**src/rtl/irqc_pkg.sv**
```systemverilog
package irqc_pkg;
  localparam int REG_W   = 32;
  localparam int ADDR_W  = 8;
  localparam int ADR_VEC  = 'h00;
  localparam int ADR_PROT = 'h08;
  localparam int ADR_XCTL = 'h0C;
  localparam int ADR_PEND = 'h10;
  localparam int ADR_FPND = 'h20;
  localparam int ADR_EN   = 'h40;
  localparam int ADR_MSK  = 'h50;

  typedef enum logic [1:0] {
    TRG_LOW  = 2'b00,
    TRG_HIGH = 2'b01,
    TRG_FALL = 2'b10,
    TRG_RISE = 2'b11
  } trig_mode_e;
endpackage

```
**src/rtl/irqc_src0_capture.sv**
```systemverilog
module irqc_src0_capture
  import irqc_pkg::*;
(
  input  logic       clk,
  input  logic       rst_n,
  input  logic       pin_i,
  input  trig_mode_e mode_i,
  input  logic       clr_i,
  output logic       pend_o
);
  logic sync_a, sync_b, sync_prev;
  logic fire;

  // two-flop synchroniser plus one delayed copy for edge detection;
  // idle level is high so an active-low default does not fire at reset
  always_ff @(posedge clk or negedge rst_n) begin
    if (!rst_n) begin
      sync_a    <= 1'b1;
      sync_b    <= 1'b1;
      sync_prev <= 1'b1;
    end else begin
      sync_a    <= pin_i;
      sync_b    <= sync_a;
      sync_prev <= sync_b;
    end
  end

  always_comb begin
    unique case (mode_i)
      TRG_LOW:  fire = !sync_b;
      TRG_HIGH: fire = sync_b;
      TRG_FALL: fire = sync_prev && !sync_b;
      TRG_RISE: fire = !sync_prev && sync_b;
      default:  fire = 1'b0;
    endcase
  end

  // set has priority over a coincident clear
  always_ff @(posedge clk or negedge rst_n) begin
    if (!rst_n) pend_o <= 1'b0;
    else        pend_o <= fire || (pend_o && !clr_i);
  end

  p_hold_r6: assert property (@(posedge clk) disable iff (!rst_n)
    (pend_o && !clr_i) |=> pend_o);
  p_clear_r5: assert property (@(posedge clk) disable iff (!rst_n)
    (clr_i && !fire) |=> !pend_o);
  p_setwins_r10: assert property (@(posedge clk) disable iff (!rst_n)
    (fire && clr_i) |=> pend_o);
  p_rise_r7: assert property (@(posedge clk) disable iff (!rst_n)
    (mode_i == TRG_RISE && $rose(sync_b)) |=> pend_o);
endmodule

```
**src/rtl/irqc_lowest_pick.sv**
```systemverilog
module irqc_lowest_pick #(
  parameter int N    = 96,
  localparam int IDXW = $clog2(N)
) (
  input  logic [N-1:0]    act_i,
  output logic [IDXW-1:0] idx_o,
  output logic            any_o
);
  // scan from the top so the lowest set index is assigned last
  always_comb begin
    idx_o = '0;
    for (int i = N - 1; i >= 0; i--) begin
      if (act_i[i]) idx_o = IDXW'(i);
    end
  end

  assign any_o = |act_i;
endmodule

```
**src/rtl/irqc_cfg_regs.sv**
```systemverilog
module irqc_cfg_regs
  import irqc_pkg::*;
#(
  parameter int NSRC = 96,
  localparam int NBANK = NSRC / REG_W
) (
  input  logic              clk,
  input  logic              rst_n,
  input  logic              we_i,
  input  logic              priv_i,
  input  logic [ADDR_W-1:0] addr_i,
  input  logic [REG_W-1:0]  wdata_i,
  output logic [NSRC-1:0]   en_o,
  output logic [NSRC-1:0]   msk_o,
  output logic              prot_o,
  output trig_mode_e        mode_o,
  output logic              clr0_o
);
  logic wr_ok;
  assign wr_ok  = we_i && (!prot_o || priv_i);
  assign clr0_o = wr_ok && (addr_i == ADDR_W'(ADR_PEND)) && wdata_i[0];

  always_ff @(posedge clk or negedge rst_n) begin
    if (!rst_n) begin
      prot_o <= 1'b0;
      mode_o <= TRG_LOW;
    end else if (wr_ok) begin
      if (addr_i == ADDR_W'(ADR_PROT)) prot_o <= wdata_i[0];
      if (addr_i == ADDR_W'(ADR_XCTL)) mode_o <= trig_mode_e'(wdata_i[1:0]);
    end
  end

  for (genvar b = 0; b < NBANK; b++) begin : g_bank
    logic [REG_W-1:0] en_r, msk_r;
    always_ff @(posedge clk or negedge rst_n) begin
      if (!rst_n) begin
        en_r  <= '0;
        msk_r <= '0;
      end else if (wr_ok) begin
        if (addr_i == ADDR_W'(ADR_EN + 4 * b))  en_r  <= wdata_i;
        if (addr_i == ADDR_W'(ADR_MSK + 4 * b)) msk_r <= wdata_i;
      end
    end
    assign en_o[b*REG_W +: REG_W]  = en_r;
    assign msk_o[b*REG_W +: REG_W] = msk_r;
  end

  p_guard_r8: assert property (@(posedge clk) disable iff (!rst_n)
    (prot_o && we_i && !priv_i) |=>
      ($stable(en_o) && $stable(msk_o) && $stable(prot_o) && $stable(mode_o)));
endmodule

```
**src/rtl/banked_irq_ctrl.sv**
```systemverilog
module banked_irq_ctrl
  import irqc_pkg::*;
#(
  parameter int NSRC = 96,
  localparam int NBANK = NSRC / REG_W,
  localparam int IDXW  = $clog2(NSRC)
) (
  input  logic              clk,
  input  logic              rst_n,
  input  logic [NSRC-1:0]   src_i,
  input  logic              priv_i,
  input  logic [ADDR_W-1:0] reg_addr_i,
  input  logic              reg_we_i,
  input  logic [REG_W-1:0]  reg_wdata_i,
  output logic [REG_W-1:0]  reg_rdata_o,
  output logic              irq_o
);
  logic [NSRC-1:0] en, msk, pend, active;
  logic [NSRC-1:1] lvl_q;
  logic            prot, clr0, pend0, any_act;
  trig_mode_e      mode;
  logic [IDXW-1:0] vec_idx;

  irqc_cfg_regs #(.NSRC(NSRC)) u_cfg (
    .clk(clk), .rst_n(rst_n), .we_i(reg_we_i), .priv_i(priv_i),
    .addr_i(reg_addr_i), .wdata_i(reg_wdata_i),
    .en_o(en), .msk_o(msk), .prot_o(prot), .mode_o(mode), .clr0_o(clr0)
  );

  irqc_src0_capture u_src0 (
    .clk(clk), .rst_n(rst_n), .pin_i(src_i[0]), .mode_i(mode),
    .clr_i(clr0), .pend_o(pend0)
  );

  // level-following sources: pending is the sampled level
  always_ff @(posedge clk or negedge rst_n) begin
    if (!rst_n) lvl_q <= '0;
    else        lvl_q <= src_i[NSRC-1:1];
  end

  assign pend   = {lvl_q, pend0};
  assign active = pend & en & ~msk;

  irqc_lowest_pick #(.N(NSRC)) u_pick (
    .act_i(active), .idx_o(vec_idx), .any_o(any_act)
  );

  assign irq_o = any_act;

  always_comb begin
    reg_rdata_o = '0;
    if (reg_addr_i == ADDR_W'(ADR_VEC))  reg_rdata_o = REG_W'({vec_idx, 2'b00});
    if (reg_addr_i == ADDR_W'(ADR_PROT)) reg_rdata_o = REG_W'(prot);
    if (reg_addr_i == ADDR_W'(ADR_XCTL)) reg_rdata_o = REG_W'(mode);
    for (int b = 0; b < NBANK; b++) begin
      if (reg_addr_i == ADDR_W'(ADR_PEND + 4 * b)) reg_rdata_o = pend[b*REG_W +: REG_W];
      if (reg_addr_i == ADDR_W'(ADR_FPND + 4 * b)) reg_rdata_o = '0;
      if (reg_addr_i == ADDR_W'(ADR_EN + 4 * b))   reg_rdata_o = en[b*REG_W +: REG_W];
      if (reg_addr_i == ADDR_W'(ADR_MSK + 4 * b))  reg_rdata_o = msk[b*REG_W +: REG_W];
    end
  end

  p_vec_live_r2: assert property (@(posedge clk) disable iff (!rst_n)
    (vec_idx != '0) |-> active[vec_idx]);
  p_vec_low_r2: assert property (@(posedge clk) disable iff (!rst_n)
    (vec_idx != '0) |-> !active[0]);
  p_irq_raise_r3: assert property (@(posedge clk) disable iff (!rst_n)
    (vec_idx != '0) |-> irq_o);
  p_irq_quiet_r3: assert property (@(posedge clk) disable iff (!rst_n)
    !irq_o |-> (vec_idx == '0));
  p_follow_r1: assert property (@(posedge clk) disable iff (!rst_n)
    src_i[NSRC-1] |=> pend[NSRC-1]);
endmodule

```
**config.mk**
```make
export PLATFORM = sky130hd
export DESIGN_NAME = banked_irq_ctrl
export DESIGN_NICKNAME = d
export VERILOG_FILES = /design/src/rtl/irqc_pkg.sv /design/src/rtl/irqc_src0_capture.sv /design/src/rtl/irqc_lowest_pick.sv /design/src/rtl/irqc_cfg_regs.sv /design/src/rtl/banked_irq_ctrl.sv
export SDC_FILE = /design/constraint.sdc
export NUM_CORES = 1
export LEC_CHECK = 0
export BUFFER_PORTS_ARGS = -buffer_cell sky130_fd_sc_hd__clkbuf_2
export CAP_MARGIN = 20
export CELL_PAD_IN_SITES_DETAIL_PLACEMENT = 1
export CELL_PAD_IN_SITES_GLOBAL_PLACEMENT = 1
export CORE_UTILIZATION = 52
export CTS_BUF_LIST = sky130_fd_sc_hd__clkbuf_8
export DETAILED_ROUTE_END_ITERATION = 8
export MAX_ROUTING_LAYER = met4
export PLACE_DENSITY_LB_ADDON = 0.25
export SYNTH_ARGS = -nofsm -noshare
export SYNTH_HDL_FRONTEND = slang
export SYNTH_SLANG_ARGS = --single-unit
```
**constraint.sdc**
```tcl
create_clock -name clk -period 6.6 [get_ports clk]
set_clock_uncertainty 0.15 [all_clocks]
set_input_delay 1.32 -clock clk [delete_from_list [all_inputs] [get_ports clk]]
set_output_delay 1.32 -clock clk [all_outputs]
set_load 0.005 [all_outputs]
```
==> key figures <==
Outcome
  – Status: finished, final reports clean

Synthesis
  – Post-synth top cells: 291 x dfrtp_1, 152 x mux2_2, 76 x nand2_1, 74 x nand3b_1, 73 x nor2_1
  – Number of synthesized flops with an enable pin: 0
  – Synth unique cells: just over 60
  – Yosys warning count: 0
  – Cell Area, Synth: about 14000 um^2
  – Main area contributors after synthesis: dfrtp_1 53%, mux2_2 12%, nand3b_1 4.1%
  – Syn nets: ~1.3k
  – Top cell type's share of synthesized area: 0.531
  – Asr flop ratio synth: 1.00
  – Dominant synthesized flop cell: dfrtp_1
  – Mapped Cells: approximately 1.2k
  – Most frequent cell after synthesis: dfrtp_1
  – FF+latch count, synth: a little under 300
  – Sequential share of the synthesized area: 0.537
  – Mean post-synth cell area: around 12 um^2
  – Yosys top cell by area: dfrtp_1

CTS
  – Clk pin slew, worst setup/hold paths: 0.05 ns
  – Post-CTS resize count: 0
  – Post-CTS setup buffer count: 0
  – Number of CTS-inserted buffers: between 50 and 60
  – H-tree levels: 2
  – CTS tree: yes
  – Root buf cell: clkbuf_8
  – Num Clock Sinks: 294
  – CTS Hold Bufs: 0
  – CTS max path bufs: 3
  – Clk Latency, worst-skew pair: 0.55 ns

Routing
  – Routed wire length: approximately 48000 um
  – Via count: about 11k
  – Routed Antenna Nets: 0
  – DR WL/cell: roughly 27 um
  – Initial DRC Count: 1013
  – 1st-pass router iterations: 6
  – Via-to-Cell Ratio: approximately 6.6
  – Drt drc: 0

Finish
  – Fill cell count: around 2.8k
  – Final non-filler cell total: 1737
  – Synth-to-layout area growth: 16.5%
  – Final Util: 0.615
  – Reg area: between 7000 and 8000 um^2
  – Multi-input gate area: 6120 um^2
  – Fin nets: 1508
  – Layout cells sized above 1: 0.310

Timing
  – Fmax: roughly 190 MHz
  – Final period utilization: 0.789
  – Final Critical Period: 5.21 ns
  – Unrepaired setup endpoints after global routing: false
  – Setup ws final: roughly 1.4 ns
  – Setup violators final: 0
  – Least-Margin Pin Slew: 1.05 ns
  – Fin. max-slew vios: 0
  – Endpoints failing hold: 0
  – TNS Setup: 0 ns
  – Rel. slew slack: 0.298

GRT
  – Largest net degree at the start of global routing: between 100 and 150
  – Gr usage total: 0.370
  – Number of global-route vias before repair: about 12k
  – Initial antenna violation count: 1
  – First-pass GRT wire length: 72400 um
  – GRT overflow: 0

Placed design
  – Place WS: approximately 1.5 ns
  – Detail Placement HPWL: 33300 um
  – Port Buf Inserts: ~170
  – Inst Count DP: between 1.5k and 2k
  – Routability congestion estimate: 0.976

Power
  – Maximum vdd drop: 0.228 mV
  – Static Leak: roughly 8 nW
  – Total Power: 3.95 mW
  – Pwr Density: 247 nW/um^2

Worst setup path
  – Crit. End Element: output port
  – CP max FO: 11
  – CP required: 5.13 ns
  – Worst setup SP type: input port
  – Crit Path Class: in2out
  – Crit path DAT: between 3 and 4 ns

Flow run
  – Total of max-cap violations: 0

Floorplan
  – Die area: about 27000 um^2
  – Initial Util: 0.528
  – Num rows: 59
  – Area of the core: 26000 um^2
  – Die width: 164 um
  – IO Count: between 150 and 200
  – Chip Height: roughly 160 um

Hold path
  – Hold Path Class: reg2reg
[power by group]
part / switching, mW / internal (mW) / leakage, nW
Clock: 0.748 / 0.861 / 0.570
Combinational: 0.221 / 0.148 / 3.57
Sequential: 0.0747 / 1.89 / 3.84
Total: 1.04 / 2.90 / 7.97
[worst paths after layout]
kind / to / slack, ns / start / cells after the start
worst min register to register: u_src0.sync_b / 0.21 / u_src0.sync_a / 0
worst max-delay path: reg_rdata_o[6] / 1.39 / reg_addr_i[5] / 9
worst min-delay path: u_src0.sync_b / 0.21 / u_src0.sync_a / 0
max in group asynchronous: lvl_q[56] / 4.29 / rst_n / 2
worst max register to register: u_cfg.g_bank[1].msk_r[28] / 3.51 / u_cfg.prot_o / 4
min in group asynchronous: lvl_q[65] / 0.67 / rst_n / 1
[routing by layer]
layer / track usage / share of wire / vias up
met4: 0.133 / 0.029 / 0
li1: - / - / 4843
met3: 0.0738 / 0.073 / 133
met2: 0.591 / 0.48 / 548
met5: - / 0 / -
met1: 0.470 / 0.41 / 5912
[kinds of logic (layout without fill, tap and decap cells)]
| family | after synthesis | in the layout | share of synthesized area |
|---|---|---|---|
| AND/OR/NAND/NOR | 338 | 338 | 0.138 |
| flip-flops | 294 | 294 | 0.537 |
| AO/OA/AOI/OAI | 277 | 277 | 0.146 |
| multiplexers | 195 | 195 | 0.160 |
| buffers and inverters | 57 | 294 | 0.0180 |
| XOR/XNOR | 3 | 3 | 0.00192 |
| other | 0 | 1 | 0 |
[placed cells by master, fill, tap and decap left out, drive strengths merged, types with 5 or more instances in the layout]
cell,Yosys,final
dfrtp,291,291
clkbuf,17,228
mux2,195,195
nor2,80,80
nand2,77,77
nand3b,74,74
a221oi,52,52
a22o,48,48
o21ai,44,44
a21oi,36,36
inv,9,31
a31oi,29,29
buf,31,28
nand4,17,17
and3b,16,16
nand3,16,16
nor3,12,12
nand2b,11,11
a22oi,11,11
nor4,11,11
and2,8,8
a211oi,7,7
o211ai,6,6
nor2b,5,5
o22ai,5,5
o31ai,5,5
o2111ai,5,5
[sequential cells by signal (all words and copies together), names as in the netlist]
| name | count |
|---|---|
| u_cfg.g_bank.en_r | 96 |
| u_cfg.g_bank.msk_r | 96 |
| lvl_q | 95 |
| u_cfg.mode_o | 2 |
| u_cfg.prot_o | 1 |
| u_src0.pend_o | 1 |
| u_src0.sync_a | 1 |
| u_src0.sync_b | 1 |
| u_src0.sync_prev | 1 |
[metrics by stage]
step	hold WS, ns	area [um^2]
finish	0.213	16000
global route	0.216	16000
CTS	0.215	16000
detailed placement	0.203	15000
global placement	0.200	15000
floorplan	0.195	13700
[cell type report]
class / count / share of cell area
Inverter: 9 / 0.00211
Timing Repair Buffer: 199 / 0.0680
Multi-Input combinational cell: 813 / 0.383
Clock inverter: 29 / 0.0110
Tap cell: 335 / 0.0262
Sequential cell: 294 / 0.461
Antenna cell: 1 / 0.000157
Clock buffer: 57 / 0.0491
[worst max-delay path, cell delays in order]
cell,delay (ns)
clkbuf_2,0.15
nor3b_4,0.33
nand2b_1,0.26
nor2_2,0.69
buf_4,0.34
a22oi_1,0.13
and4_1,0.22
a21oi_1,0.15
clkbuf_2,0.13
(Power assumes the default switching activity.)
